File: src/rtl/par_width_fifo.sv
module par_width_fifo #(
  parameter int DEPTH  = 16,
  parameter int BYTE_W = 8,
  localparam int DW  = 2 * BYTE_W,
  localparam int EW  = DW + 2,
  localparam int AW  = $clog2(DEPTH),
  localparam int CW  = AW + 1,
  localparam int BCW = AW + 2
) (
  input  logic          clk,
  input  logic          rst_n,
  input  logic          cfg_to_dma,
  input  logic          cfg_scsi_wide,
  input  logic          cfg_dma_wide,
  input  logic          cfg_req_hi,
  input  logic          cfg_ack_hi,
  input  logic          flush,
  input  logic          scsi_push,
  input  logic          scsi_pop,
  input  logic [DW-1:0] scsi_wdata,
  input  logic [1:0]    scsi_wpar,
  output logic [DW-1:0] scsi_rdata,
  output logic [1:0]    scsi_rpar,
  output logic          dma_req,
  input  logic          dma_ack,
  input  logic          dma_rd_n,
  input  logic          dma_wr_n,
  input  logic [DW-1:0] dma_wdata,
  input  logic [1:0]    dma_wpar,
  output logic [DW-1:0] dma_rdata,
  output logic [1:0]    dma_rpar,
  output logic          buf_full,
  output logic          buf_empty,
  output logic [CW-1:0] lvl_words,
  output logic [BCW-1:0] lvl_bytes,
  output logic          err_over,
  output logic          err_under,
  output logic          err_par
);

  // entry layout: {par_hi, byte_hi, par_lo, byte_lo}
  logic [EW-1:0] mem [DEPTH];
  logic [AW-1:0] wp, rp;
  logic [CW-1:0] wcnt;
  logic          wr_half, rd_half;

  function automatic logic [AW-1:0] nxt(input logic [AW-1:0] p);
    return (p == AW'(DEPTH - 1)) ? '0 : p + 1'b1;
  endfunction

  logic wr_wide, rd_wide, ack_on, dma_x, push_req, pop_req;
  logic push_ok, pop_ok, flush_ok, cmt_w, rel_w;
  logic [DW-1:0] w_data;
  logic [1:0]    w_par;

  assign wr_wide  = cfg_to_dma ? cfg_scsi_wide : cfg_dma_wide;
  assign rd_wide  = cfg_to_dma ? cfg_dma_wide  : cfg_scsi_wide;
  assign ack_on   = (dma_ack == cfg_ack_hi);
  assign dma_x    = ack_on && (cfg_to_dma ? !dma_rd_n : !dma_wr_n);
  assign push_req = cfg_to_dma ? scsi_push : dma_x;
  assign pop_req  = cfg_to_dma ? dma_x : scsi_pop;
  assign w_data   = cfg_to_dma ? scsi_wdata : dma_wdata;
  assign w_par    = cfg_to_dma ? scsi_wpar  : dma_wpar;

  assign buf_full  = (wcnt == CW'(DEPTH));
  assign buf_empty = (wcnt == '0);
  assign push_ok   = push_req && !buf_full;
  assign pop_ok    = pop_req && !buf_empty;
  assign flush_ok  = flush && !push_req && wr_half;
  assign cmt_w     = (push_ok && (wr_wide || wr_half)) || flush_ok;
  assign rel_w     = pop_ok && (rd_wide || rd_half);

  logic [EW-1:0]     head;
  logic [BYTE_W-1:0] lo_b, hi_b;
  logic              lo_p, hi_p, bad_lo, bad_hi, par_bad;
  logic [DW-1:0]     rd_data;
  logic [1:0]        rd_par;

  assign head   = mem[rp];
  assign lo_b   = head[BYTE_W-1:0];
  assign lo_p   = head[BYTE_W];
  assign hi_b   = head[EW-2:BYTE_W+1];
  assign hi_p   = head[EW-1];
  assign bad_lo = ~^{lo_b, lo_p};
  assign bad_hi = ~^{hi_b, hi_p};
  assign par_bad = rd_wide ? (bad_lo || bad_hi) : (rd_half ? bad_hi : bad_lo);

  assign rd_data = rd_wide ? {hi_b, lo_b} : {{BYTE_W{1'b0}}, rd_half ? hi_b : lo_b};
  assign rd_par  = rd_wide ? {hi_p, lo_p} : {1'b0, rd_half ? hi_p : lo_p};
  assign scsi_rdata = rd_data;
  assign scsi_rpar  = rd_par;
  assign dma_rdata  = rd_data;
  assign dma_rpar   = rd_par;

  always_ff @(posedge clk) begin
    if (push_ok) begin
      if (wr_wide)
        mem[wp] <= {w_par[1], w_data[DW-1:BYTE_W], w_par[0], w_data[BYTE_W-1:0]};
      else if (!wr_half)
        mem[wp][BYTE_W:0] <= {w_par[0], w_data[BYTE_W-1:0]};
      else
        mem[wp][EW-1:BYTE_W+1] <= {w_par[0], w_data[BYTE_W-1:0]};
    end else if (flush_ok) begin
      mem[wp][EW-1:BYTE_W+1] <= {1'b1, {BYTE_W{1'b0}}};
    end
  end

  always_ff @(posedge clk or negedge rst_n) begin
    if (!rst_n) begin
      wp <= '0;
      rp <= '0;
      wcnt <= '0;
      wr_half <= 1'b0;
      rd_half <= 1'b0;
      err_over <= 1'b0;
      err_under <= 1'b0;
      err_par <= 1'b0;
    end else begin
      if (cmt_w) wp <= nxt(wp);
      if (push_ok) wr_half <= !wr_wide && !wr_half;
      else if (flush_ok) wr_half <= 1'b0;
      if (rel_w) rp <= nxt(rp);
      if (pop_ok) rd_half <= !rd_wide && !rd_half;
      wcnt <= wcnt + CW'(cmt_w) - CW'(rel_w);
      if (push_req && buf_full) err_over <= 1'b1;
      if (pop_req && buf_empty) err_under <= 1'b1;
      if (pop_ok && par_bad) err_par <= 1'b1;
    end
  end

  assign lvl_words = wcnt;
  assign lvl_bytes = BCW'({wcnt, 1'b0}) + BCW'(wr_half) - BCW'(rd_half);

  logic avail, last_x, req_int;
  assign avail  = cfg_to_dma ? !buf_empty : !buf_full;
  assign last_x = cfg_to_dma ? (wcnt == CW'(1) && (rd_wide || rd_half))
                             : (wcnt == CW'(DEPTH - 1) && (wr_wide || wr_half));
  assign req_int = avail && !(dma_x && last_x);
  assign dma_req = cfg_req_hi ? req_int : !req_int;

  a_r7_over_hold: assert property (@(posedge clk) disable iff (!rst_n)
    push_req && buf_full && !pop_ok |=> lvl_words == $past(lvl_words));
  a_r7_over_flag: assert property (@(posedge clk) disable iff (!rst_n)
    push_req && buf_full |=> err_over);
  a_r8_under_hold: assert property (@(posedge clk) disable iff (!rst_n)
    pop_req && buf_empty && !push_ok && !flush_ok |=> err_under && lvl_bytes == $past(lvl_bytes));
  a_r9_req_idle: assert property (@(posedge clk) disable iff (!rst_n)
    cfg_to_dma && buf_empty |-> dma_req != cfg_req_hi);
  a_r12_bytes_max: assert property (@(posedge clk) disable iff (!rst_n)
    lvl_bytes <= BCW'(2 * DEPTH));
  a_r6_par_sticky: assert property (@(posedge clk) disable iff (!rst_n)
    pop_ok && par_bad |=> err_par);
  a_r3_byte_pack: assert property (@(posedge clk) disable iff (!rst_n)
    push_ok && !wr_wide && !wr_half && !pop_ok |=>
      lvl_words == $past(lvl_words) && lvl_bytes == $past(lvl_bytes) + 1'b1);

endmodule

File: config.mk
export PLATFORM = sky130hd
export DESIGN_NAME = par_width_fifo
export DESIGN_NICKNAME = d
export VERILOG_FILES = /design/src/rtl/par_width_fifo.sv
export SDC_FILE = /design/constraint.sdc
export NUM_CORES = 1
export LEC_CHECK = 0
export ABC_CLOCK_PERIOD_IN_PS = 3750
export CAP_MARGIN = 25
export CORE_MARGIN = 4
export CORE_UTILIZATION = 30
export DETAILED_ROUTE_END_ITERATION = 8
export PLACE_DENSITY_LB_ADDON = 0.05
export SYNTH_ARGS = -nofsm -noshare
export SYNTH_HDL_FRONTEND = slang
export SYNTH_SLANG_ARGS = --single-unit
File: constraint.sdc
create_clock -name clk -period 3.75 [get_ports clk]
set_input_delay 0.75 -clock clk [delete_from_list [all_inputs] [get_ports clk]]
set_output_delay 0.75 -clock clk [all_outputs]
set_load 0.05 [all_outputs]
==> reports/metrics.yaml <==
dr_total_vias: 7409
yosysSeqAreaShare_pct: 68.13
worst_slew_pin_slew_ns: 0.6139
cp.required_ns: 3.00
grt_pass1_vias: 7940
power_frac_comb_pct: 51.9
n_fill_cell: 4170
dpl_cell_area_um2: 15330
worstPathMaxFanout: 12
layout.nets: 991
core-area_um2: 44120
whs_endpoint: "err_over"
hp-start: "err_over"
final.period_utilization_pct: 98.12
cts_tree: "built"
status: "finished clean"
drtIter0Drc: 395
htree_levels: 2
finalWirelength_um: 34310
rows: 77
fin_cells: 1540
ff2ff_path_depth: 9
swShare_pct: 39.88
place_ws_ns: -0.01025
r2r_start: "rp[0]"
die_h_um: 219.0
synth_edf_count: 288
path_class: "flip-flop to output port"
holdPathStages: 1
cp-end-kind: "output port"
syn_area_um2: 13350
ys_seq_elements: 306
fmax_mhz: 271.8
power.net_switching_mw: 6.275
cts-root-buf: "clkbuf_16"
rr_endpoint: "err_par"
clock_sinks: 306
period_minus_slack_ns: 3.679
syn_to_final_growth_pct: 24.35
initial_utilization_pct: 30.26
maxCapViolations: 0
gp_congestion: 0.7371
ys.flop_type: "edfxtp_1"
synth.avg_cell_area_um2: 17.16
p_clk_share_pct: 20.5
dp.cells: 1474
crit_arrival_ns: 2.93
portBuffers: 101
seq_power_share_pct: 27.6
hold_viol: 0
p_leak_nw: 5.884
slew_headroom_pct: 59.07
hpwl_um: 24240
fp.dieW_um: 219.0
clkLatencyLatePin_ns: 0.52
grt_pass1_wl_um: 51060
clk_pin_slew_ns: 0.06
cts_buffers: 36
grt_max_degree: 24
drive_gt1_share_pct: 25.63
design_area_um2: 16610
setup_viol: 0
drv_slew: 0
r2r_slack_ns: 0.40
viasPerCell: 4.811
first_pass_iters: 5
p_int_mw: 9.460
die-area_um2: 47950
track_usage_pct: 14.43
grt-ovfl-total: 0
skew_ns: 0.01355
drc: 0
syn_nets: 844
multi_input_area_um2: 3841
startpoint_type: "flip-flop"
hp-class: "flip-flop to flip-flop"
power.density_nw_per_um2: 947.5
ys_types: 49
ios: 102
ys_warn_count: 0
synth-async-reset-ratio_pct: 5.882
syn_inst: 778
antenna_found_initial: 0
cts_buffer_depth: 3
wl_per_cell_um: 22.28
ant_nets: 0
diodes: 0
register_area_um2: 9104
irDropWorstVdd_mv: 0.7051
setup_ws_ns: 0.07061
## worst max-delay path: stages, from the launching register on
cell	delay, ns
dfrtp_4	0.56
buf_12	0.20
mux4_1	0.55
mux4_2	0.54
mux2_2	0.38
buf_12	0.18
## timing repair
| action | in CTS | in global routing |
|---|---|---|
| gates cloned | 2 | 0 |
| setup buffers | 2 | 0 |
| endpoints found under the setup margin | 12 | 18 |
| resized for setup | 7 | 13 |
| hold buffers | 0 | 0 |
## worst max-delay path by stage
stage / startpoint / endpoint / slack, ns / cells after the start
5_1_grt: rp[0] / scsi_rdata[7] / -0.03 / 9
6_report: rp[0] / scsi_rdata[5] / 0.07 / 5
3_3_place_gp: cfg_ack_hi / lvl_words[4] / -0.008 / 15
2_1_floorplan: rp[0] / scsi_rdata[7] / 0.06 / 10
3_5_place_dp: cfg_ack_hi / lvl_words[4] / -0.01 / 15
4_1_cts: rp[0] / scsi_rdata[1] / 0.002 / 8
## through the flow
| step | TNS [ns] | utilization (%) | total power [mW] | hold WS [ns] |
|---|---|---|---|---|
| after floorplan | 0 | - | 9.693 | 0.4544 |
| after global placement | -0.007732 | 34.75 | 12.39 | 0.4603 |
| after detailed placement | -0.01025 | 34.75 | 12.45 | 0.4540 |
| after CTS | 0 | 37.46 | 15.94 | 0.4638 |
| after global routing | -0.05556 | 37.63 | 16.56 | 0.4690 |
| final | 0 | 37.63 | 15.73 | 0.4613 |
## synth_stat cells (all sizes together), types with 2 or more instances
library cell,number,area share [%]
nor2,32,0.90
nand2,36,1.1
a221oi,30,2.4
xnor3,2,0.34
nor2b,4,0.19
nand4,2,0.094
mux4,44,7.5
xor2,6,0.39
a211oi,8,0.45
xnor2,18,1.3
and2,4,0.19
and3,18,0.84
clkbuf,13,0.37
a31oi,6,0.28
ha,16,1.5
mux2i,71,5.3
a32oi,2,0.13
nand2b,2,0.094
a21oi,19,0.71
buf,45,2.9
mux2,16,1.3
inv,19,0.53
a22oi,14,1.0
nor3,6,0.22
a21o,2,0.11
dfrtp,18,3.4
edfxtp,288,65
o21ai,24,0.90
nor4,2,0.094
nand3,3,0.11
## registers in the layout (all words and copies together) (netlist names)
signal	count
err_under	1
wr_half	1
rd_half	1
err_par	1
lvl_words	5
wp	4
err_over	1
mem	288
rp	4
## final cells by class
cell class	count	area share (%)
multi-input cells	395	23.13
clock inverters	16	0.7233
well taps	592	4.461
repair buffers	167	10.68
clock buffers	45	5.756
inverters	19	0.4295
flip-flops and latches	306	54.82
## cell usage in the layout (no fill, tap or decap), drive strengths merged, types with 4 or more instances in the layout
cell type        n
xnor2           18
and3            18
buf            102
clkinv          14
nor2            32
inv             19
clkbuf          45
a22oi           14
o21ai           24
a31oi            6
nor2b            4
xor2             6
mux4            44
a21oi           19
ha              16
clkdlybuf4s50   63
and2             4
mux2i           71
dfrtp           18
edfxtp         288
nand2           36
mux2            16
a211oi           8
nor3             6
a221oi          30
## power groups by stage
stage	Combinational (mW)	Sequential [mW]	Clock [mW]
floorplan	5.28	4.42	0
global placement	7.99	4.40	0
detailed placement	8.04	4.41	0
CTS	8.25	4.34	3.34
global route	8.70	4.37	3.48
finish	8.16	4.34	3.23
## cells by family after synthesis
group           Yosys count  synth area share (%)
xor+xnor                 26                 2.080
flops                   306                 68.13
simple gates            110                 3.851
fa+ha+maj                17                 1.649
buf+inv                  77                 3.776
mux                     131                 14.18
compound gates          111                 6.334
## per-layer routing
layer	part of all wire, %	GRT usage [%]	vias up
met5	0	0	-
met4	1.7	3.434	0
met3	4.9	3.032	41
met2	47	23.26	167
met1	47	20.12	3830
li1	-	-	3371
(Power assumes the default switching activity.)
